<file path="src/rtl/uart_regif_pkg.sv">
package uart_regif_pkg;
  localparam int unsigned OFS_CTL = 32'h000;
  localparam int unsigned OFS_RXD = 32'h004;
  localparam int unsigned OFS_TXD = 32'h008;
  localparam int unsigned OFS_STA = 32'h00c;

  localparam int unsigned CTL_FLOW = 12;
  localparam int unsigned CTL_SEL  = 14;
  localparam int unsigned CTL_EN   = 15;
  localparam int unsigned CTL_RXIE = 18;
  localparam int unsigned CTL_TXIE = 19;
  localparam int unsigned CTL_LOOP = 20;
  localparam logic [31:0] CTL_MASK = (32'd1 << CTL_FLOW) | (32'd1 << CTL_SEL) |
                                     (32'd1 << CTL_EN) | (32'd1 << CTL_RXIE) |
                                     (32'd1 << CTL_TXIE) | (32'd1 << CTL_LOOP);

  // sticky flag indices, also status bit positions
  localparam int unsigned ST_RXP  = 0;
  localparam int unsigned ST_TXP  = 1;
  localparam int unsigned ST_OVR  = 2;
  localparam int unsigned ST_TXE  = 3;
  localparam int unsigned ST_RXE  = 4;
  localparam int unsigned ST_RXMT = 5;
  localparam int unsigned ST_TXFL = 6;
  localparam int unsigned ST_CTS  = 7;
  localparam int unsigned ST_RTS  = 8;
  localparam int unsigned ST_TXMT = 10;
  localparam int unsigned ST_LVL  = 11;
  localparam int unsigned ST_BUSY = 17;
  localparam int unsigned LVL_W   = 6;
  localparam int unsigned NFLAG   = 5;
endpackage

</file>
<file path="src/rtl/uart_fifo.sv">
module uart_fifo #(
  parameter int unsigned DEPTH = 16,
  parameter int unsigned W     = 8,
  localparam int unsigned AW   = (DEPTH > 1) ? $clog2(DEPTH) : 1,
  localparam int unsigned CW   = $clog2(DEPTH + 1)
) (
  input  logic          clk_i,
  input  logic          rst_ni,
  input  logic          push_i,
  input  logic [W-1:0]  data_i,
  input  logic          pop_i,
  output logic [W-1:0]  data_o,
  output logic [CW-1:0] count_o,
  output logic          full_o,
  output logic          empty_o
);
  logic [W-1:0]  mem_q [DEPTH];
  logic [AW-1:0] wptr_q, rptr_q;
  logic [CW-1:0] cnt_q;
  logic          do_push, do_pop;

  function automatic logic [AW-1:0] nxt(input logic [AW-1:0] p);
    return (p == AW'(DEPTH - 1)) ? '0 : p + AW'(1);
  endfunction

  assign full_o  = (cnt_q == CW'(DEPTH));
  assign empty_o = (cnt_q == '0);
  assign do_push = push_i && !full_o;
  assign do_pop  = pop_i && !empty_o;
  assign data_o  = mem_q[rptr_q];
  assign count_o = cnt_q;

  always_ff @(posedge clk_i or negedge rst_ni) begin
    if (!rst_ni) begin
      wptr_q <= '0;
      rptr_q <= '0;
      cnt_q  <= '0;
    end else begin
      if (do_push) wptr_q <= nxt(wptr_q);
      if (do_pop)  rptr_q <= nxt(rptr_q);
      cnt_q <= cnt_q + CW'(do_push) - CW'(do_pop);
    end
  end

  always_ff @(posedge clk_i) begin
    if (do_push) mem_q[wptr_q] <= data_i;
  end
endmodule

</file>
<file path="src/rtl/uart_irq_stat.sv">
module uart_irq_stat
  import uart_regif_pkg::*;
(
  input  logic             clk_i,
  input  logic             rst_ni,
  input  logic [NFLAG-1:0] w1c_i,
  input  logic [NFLAG-1:0] set_i,
  input  logic [1:0]       ie_i,   // {tx, rx}
  output logic [NFLAG-1:0] flags_o,
  output logic             irq_o
);
  logic [NFLAG-1:0] flags_q;

  // set wins over clear: level conditions re-arm at once
  always_ff @(posedge clk_i or negedge rst_ni) begin
    if (!rst_ni) flags_q <= '0;
    else         flags_q <= (flags_q & ~w1c_i) | set_i;
  end

  assign flags_o = flags_q;
  assign irq_o   = |(flags_q[ST_TXP:ST_RXP] & ie_i);
endmodule

</file>
<file path="src/rtl/uart_regif.sv">
module uart_regif
  import uart_regif_pkg::*;
#(
  parameter int unsigned TX_DEPTH = 16,
  parameter int unsigned RX_DEPTH = 16,
  parameter int unsigned AW       = 12,
  localparam int unsigned TX_CW   = $clog2(TX_DEPTH + 1),
  localparam int unsigned RX_CW   = $clog2(RX_DEPTH + 1)
) (
  input  logic          clk_i,
  input  logic          rst_ni,
  input  logic          req_i,
  input  logic          we_i,
  input  logic [AW-1:0] addr_i,
  input  logic [31:0]   wdata_i,
  output logic [31:0]   rdata_o,
  output logic [7:0]    tx_data_o,
  output logic          tx_valid_o,
  input  logic          tx_ready_i,
  input  logic          tx_busy_i,
  input  logic [7:0]    rx_data_i,
  input  logic          rx_valid_i,
  input  logic          rx_err_i,
  input  logic          cts_i,
  output logic          rts_o,
  output logic          irq_o
);
  logic [31:0] ctl_q, rdata_q, sta;
  logic en, loop, flow, sel;
  logic hit_ctl, hit_rxd, hit_txd, hit_sta;
  logic wr_ctl, wr_txd, wr_sta, rd_any, rd_rxd;

  logic [7:0] tx_head, rx_head, rx_in_data;
  logic [TX_CW-1:0] tx_cnt;
  logic [RX_CW-1:0] rx_cnt;
  logic tx_full, tx_empty, rx_full, rx_empty;
  logic tx_push, tx_pop, rx_push, rx_pop;
  logic lb_move, rx_in_valid, rx_in_err;
  logic [NFLAG-1:0] flags, flag_set, flag_clr;
  logic [LVL_W-1:0] lvl;

  function automatic logic hit(input logic [AW-1:0] a, input int unsigned ofs);
    logic [31:0] o;
    o = ofs;
    return (a[1:0] == 2'b00) && (a[AW-1:2] == o[AW-1:2]);
  endfunction

  assign hit_ctl = hit(addr_i, OFS_CTL);
  assign hit_rxd = hit(addr_i, OFS_RXD);
  assign hit_txd = hit(addr_i, OFS_TXD);
  assign hit_sta = hit(addr_i, OFS_STA);
  assign wr_ctl  = req_i && we_i && hit_ctl;
  assign wr_txd  = req_i && we_i && hit_txd;
  assign wr_sta  = req_i && we_i && hit_sta;
  assign rd_any  = req_i && !we_i;
  assign rd_rxd  = rd_any && hit_rxd;

  assign en   = ctl_q[CTL_EN];
  assign loop = ctl_q[CTL_LOOP];
  assign flow = ctl_q[CTL_FLOW];
  assign sel  = ctl_q[CTL_SEL];

  always_ff @(posedge clk_i or negedge rst_ni) begin
    if (!rst_ni)     ctl_q <= '0;
    else if (wr_ctl) ctl_q <= wdata_i & CTL_MASK;
  end

  // transmit path
  assign tx_valid_o = en && !loop && !tx_empty && (!flow || cts_i);
  assign tx_data_o  = tx_head;
  assign lb_move    = en && loop && !tx_empty;
  assign tx_push    = wr_txd && !tx_full;
  assign tx_pop     = (tx_valid_o && tx_ready_i) || lb_move;

  uart_fifo #(.DEPTH(TX_DEPTH), .W(8)) u_tx_fifo (
    .clk_i, .rst_ni,
    .push_i (tx_push),
    .data_i (wdata_i[7:0]),
    .pop_i  (tx_pop),
    .data_o (tx_head),
    .count_o(tx_cnt),
    .full_o (tx_full),
    .empty_o(tx_empty)
  );

  // receive path, loopback takes the place of the line
  assign rx_in_valid = en && (loop ? lb_move : rx_valid_i);
  assign rx_in_data  = loop ? tx_head : rx_data_i;
  assign rx_in_err   = en && !loop && rx_valid_i && rx_err_i;
  assign rx_push     = rx_in_valid && !rx_full;
  assign rx_pop      = rd_rxd && !rx_empty;
  assign rts_o       = !flow || !rx_full;

  uart_fifo #(.DEPTH(RX_DEPTH), .W(8)) u_rx_fifo (
    .clk_i, .rst_ni,
    .push_i (rx_push),
    .data_i (rx_in_data),
    .pop_i  (rx_pop),
    .data_o (rx_head),
    .count_o(rx_cnt),
    .full_o (rx_full),
    .empty_o(rx_empty)
  );

  // sticky and pending flags
  always_comb begin
    flag_set         = '0;
    flag_set[ST_RXP] = !rx_empty;
    flag_set[ST_TXP] = !tx_full;
    flag_set[ST_OVR] = rx_in_valid && rx_full;
    flag_set[ST_TXE] = wr_txd && tx_full;
    flag_set[ST_RXE] = rx_in_err;
    flag_clr         = wr_sta ? wdata_i[NFLAG-1:0] : '0;
  end

  uart_irq_stat u_stat (
    .clk_i, .rst_ni,
    .w1c_i  (flag_clr),
    .set_i  (flag_set),
    .ie_i   ({ctl_q[CTL_TXIE], ctl_q[CTL_RXIE]}),
    .flags_o(flags),
    .irq_o  (irq_o)
  );

  assign lvl = sel ? LVL_W'(tx_cnt) : LVL_W'(rx_cnt);

  always_comb begin
    sta                         = '0;
    sta[NFLAG-1:0]              = flags;
    sta[ST_RXMT]                = rx_empty;
    sta[ST_TXFL]                = tx_full;
    sta[ST_CTS]                 = cts_i;
    sta[ST_RTS]                 = rts_o;
    sta[ST_TXMT]                = tx_empty && !tx_busy_i;
    sta[ST_LVL+LVL_W-1:ST_LVL]  = lvl;
    sta[ST_BUSY]                = tx_busy_i;
  end

  always_ff @(posedge clk_i or negedge rst_ni) begin
    if (!rst_ni) rdata_q <= '0;
    else if (rd_any) begin
      unique case (1'b1)
        hit_ctl: rdata_q <= ctl_q;
        hit_rxd: rdata_q <= rx_empty ? 32'd0 : {24'd0, rx_head};
        hit_sta: rdata_q <= sta;
        default: rdata_q <= '0;
      endcase
    end
  end

  assign rdata_o = rdata_q;
endmodule

</file>
<file path="config.mk">
export PLATFORM = sky130hd
export DESIGN_NAME = uart_regif
export DESIGN_NICKNAME = d
export VERILOG_FILES = /design/src/rtl/uart_regif_pkg.sv /design/src/rtl/uart_fifo.sv /design/src/rtl/uart_irq_stat.sv /design/src/rtl/uart_regif.sv
export SDC_FILE = /design/constraint.sdc
export NUM_CORES = 1
export LEC_CHECK = 0
export ABC_CLOCK_PERIOD_IN_PS = 3900
export BUFFER_PORTS_ARGS = -buffer_cell sky130_fd_sc_hd__buf_4
export CORE_ASPECT_RATIO = 1.2
export CORE_MARGIN = 1
export CORE_UTILIZATION = 39
export CTS_CLUSTER_SIZE = 24
export DETAILED_ROUTE_END_ITERATION = 12
export PLACE_DENSITY = 0.66
export SLEW_MARGIN = 20
export SYNTH_ARGS = -nofsm -noshare
export SYNTH_HDL_FRONTEND = slang
export SYNTH_SLANG_ARGS = --single-unit
</file>
<file path="constraint.sdc">
create_clock -name clk_i -period 3.9 [get_ports clk_i]
set_input_delay 0 -clock clk_i [delete_from_list [all_inputs] [get_ports clk_i]]
set_output_delay 0 -clock clk_i [all_outputs]
set_load 0.02 [all_outputs]
</file>
==> impl_results.md <==
* N_diodes at 0
* Vias in the first global route at 7309
* Max Fclk at 323 MHz
* Gr usage total at 16.0%
* Worst skew pair latency at 0.57 ns
* Initial Utilization at 40.0%
* Main synth FF type: edfxtp_1
* Router iterations before antenna repair at 5
* Largest area contributor in the netlist: edfxtp_1
* Routed Antenna Nets at 0
* Worst setup SP type: flip-flop
* Tmin final at 3.10 ns
* Worst Path Required at 4.38 ns
* GR Util met1 at 20.0%
* Largest net degree at the start of global routing at 57
* FF/Latch Area at 9090 um2
* Sequential area share after synthesis at 68.2%
* Global routing's busiest layer: met2
* Met3 GRT Util at 2.07%
* IO Pins at 104
* Area of the multi-input gates at 3820 um2
* Reg2Reg Setup Slack at 0.80 ns
* Critical path cell sequence: inv_1, ha_1, nor4b_2, nor4b_4, nand2_1, inv_1, ha_1, inv_1, ha_1, inv_1, fa_1, inv_1, a21oi_1, o21bai_1, xnor2_1
* Endpoints failing hold at 0
* Core area at 33300 um2
* Root Buffer: clkbuf_16
* Crit-path max FO at 9
* Status: finished, final reports clean
* Final wirelength at 26.8 mm
* Kind of critical path: reg2reg
* Final setup fails at 0
* DR iter-0 viols at 379
* Crit path capture type: flip-flop
* Cell area after synthesis at 13300 um2
* Commonest cells post-synth: edfxtp_1 (256), mux4_2 (61), dfrtp_1 (56)
* CTS tree: done
* Gate Count Post-Synth at 760
* Slowest Stage Delay on Critical Path at 0.42 ns
* Static Leak at 0.00547 uW
* IO buf count at 72
* Mean Syn Cell Area at 17.5 um2
* Finished Cell Area at 15800 um2
* CTS max path bufs at 3
* Yosys top cell area share at 57.7%
* Clock transition at the registers of the reported paths at 0.06 ns
* GR Util met2 at 28.8%
* DRC Markers at 0
* Top-count cell post-synth: edfxtp_1
* Synth Warn # at 0
* Std cell rows at 73
* Max-slew headroom at 42.4%
* Post-CTS setup buffers at 0
* Initial antenna violation count at 0
* Worst-Margin Slew at 0.861 ns
* R2R Path End: u_rx_fifo.count_o[4]
* Main area contributors after synthesis: edfxtp_1 (58%), dfrtp_1 (11%), mux4_2 (10%)
* Area delta synth->final at 18.3%
* Final Max Slew Viols at 0
* Routed wirelength normalized by instance count at 19.8 um
* Crit path DAT at 3.58 ns
* Routability cong. at 0.805
* Xor/xnor cell area share of the yosys netlist at 0.789%
* Via count at 6948
* Final setup TNS at 0 ns
* DR vias/cell at 5.13
* Reg2reg start: u_rx_fifo.count_o[2]
* Post-synthesis compound-gate area fraction at 4.73%
* Worst path slowest cell: nor4b_4
* RSZ-0062 raised after global routing: no
* Hold path start: rx_data_i[7]
* Synth async-reset ratio at 17.9%
* Worst r2r path cells at 15
* Die area at 34900 um2
* NumNets Final at 965
* Die height at 204 um
* Post-DP Area at 14300 um2
* Hold EP: u_rx_fifo.mem_q[3][7]
* Hold Path Class: in2reg
* Largest vdd supply drop at 489 uV
* Power per cell area at 462 nW/um2
* Clock sink count at 312
* Share of layout cells above drive strength 1 at 26.6%
* Synth cell types at 64
* CP delay by family, top: adder cells
* Hold depth at 2
* Post-synthesis adder-cell area fraction at 2.37%
* Simple-gate portion of the synthesized area at 5.39%
* Mux cell area share after synthesis at 15.0%
* Crit path top cell by count: inv_1
* H-Tree Level Count at 1
* Max-Cap Viols at 0
* Count of state elements after synthesis at 312
* Final-layout fill cell count at 2780
* First-pass GRT wire length at 42.2 mm
* Worst hold slack at 0.0106 ns
* CTS buffer count at 31
* Skew final at 0.0132 ns
* Crit path depth at 15
* EDFF count, synth at 256
* Combinational family with the most area after synthesis: multiplexers
* Period utilisation layout at 79.4%
* Grt ovf at 0
* Post-DP HPWL at 18.3 mm
* WP buf/inv at 5
* Power Total at 7270 uW
* Die Width at 171 um
[cell type report]
| type | count | share of cell area (%) |
|---|---|---|
| tap | 450 | 3.57 |
| clock buffer | 35 | 5.02 |
| sequential | 312 | 57.7 |
| multi-input combinational | 377 | 24.2 |
| inverter | 31 | 0.739 |
| clock inverter | 23 | 2.14 |
| timing repair buffer | 127 | 6.61 |
[state kept, by name, summed over array words and instances, names as in the netlist]
name	flops
u_rx_fifo.mem_q	128
u_tx_fifo.mem_q	128
rdata_o	19
ctl_q	6
u_rx_fifo.count_o	5
u_stat.flags_o	5
u_tx_fifo.count_o	5
u_rx_fifo.rptr_q	4
u_rx_fifo.wptr_q	4
u_tx_fifo.rptr_q	4
u_tx_fifo.wptr_q	4
[cell usage in the layout (no fill, tap or decap), types with 5 or more instances in the layout]
cell,Yosys,final
nand4_1,6,6
mux2_2,21,21
buf_4,17,92
bufinv_16,0,8
a21oi_1,16,16
conb_1,1,13
nand3_1,12,12
nor3_1,12,12
o22ai_1,5,5
dlygate4sd3_1,0,35
edfxtp_1,256,256
a22oi_1,5,5
clkinv_2,0,6
xnor2_1,8,8
a21o_1,5,5
ha_1,22,22
dfrtp_1,56,55
clkbuf_16,0,31
mux2i_1,25,25
and3_1,7,7
o21ai_0,23,23
inv_1,30,30
nand2_1,23,23
and2_1,16,16
mux4_2,61,61
a22o_1,6,6
nor2b_1,6,6
nor2_1,17,17
[power by group]
group / leakage, uW / switching, uW / internal, uW
Sequential: 0.00301 / 33.1 / 3640
Combinational: 0.00191 / 194 / 158
Clock: 0.000544 / 1250 / 1990
Total: 0.00547 / 1480 / 5790
[how the worst max path moves through the flow]
stage | end | start
floorplan | u_tx_fifo.count_o[4] | u_tx_fifo.count_o[3]
global placement | u_rx_fifo.count_o[4] | u_rx_fifo.count_o[3]
detailed placement | u_rx_fifo.count_o[4] | u_rx_fifo.count_o[2]
CTS | u_rx_fifo.count_o[4] | u_rx_fifo.count_o[2]
global route | u_rx_fifo.count_o[4] | u_rx_fifo.count_o[2]
finish | u_rx_fifo.count_o[4] | u_rx_fifo.count_o[2]
[routing by layer]
layer	share of wire, %	wire [um]	up-vias
li1	-	-	3219
met5	0	0	-
met1	41	10900	3553
met3	3.7	998	37
met4	2.1	563	0
met2	54	14400	139
[cells by family (layout without fill, tap and decap cells)]
logic type / count (synthesis) / after routing
buf+inv: 83 / 216
mux: 114 / 114
flops: 312 / 312
other cells: 1 / 13
xor+xnor: 12 / 12
compound gates: 92 / 92
fa+ha+maj: 24 / 24
simple gates: 122 / 122
[timing repair]
action	4_1_cts	5_1_grt
hold buffers	35	0
resized for setup	0	0
hold endpoints to repair	278	0
[stage by stage]
stage / instances / utilization (%) / setup slack [ns]
global route: 1355 / 47.3 / 0.597
detailed placement: 1262 / 42.8 / 0.801
finish: 1355 / 47.3 / 0.803
floorplan: 772 / - / 1.15
CTS: 1355 / 47.3 / 0.795
global placement: 1262 / 42.8 / 0.850
(Power assumes the default switching activity.)
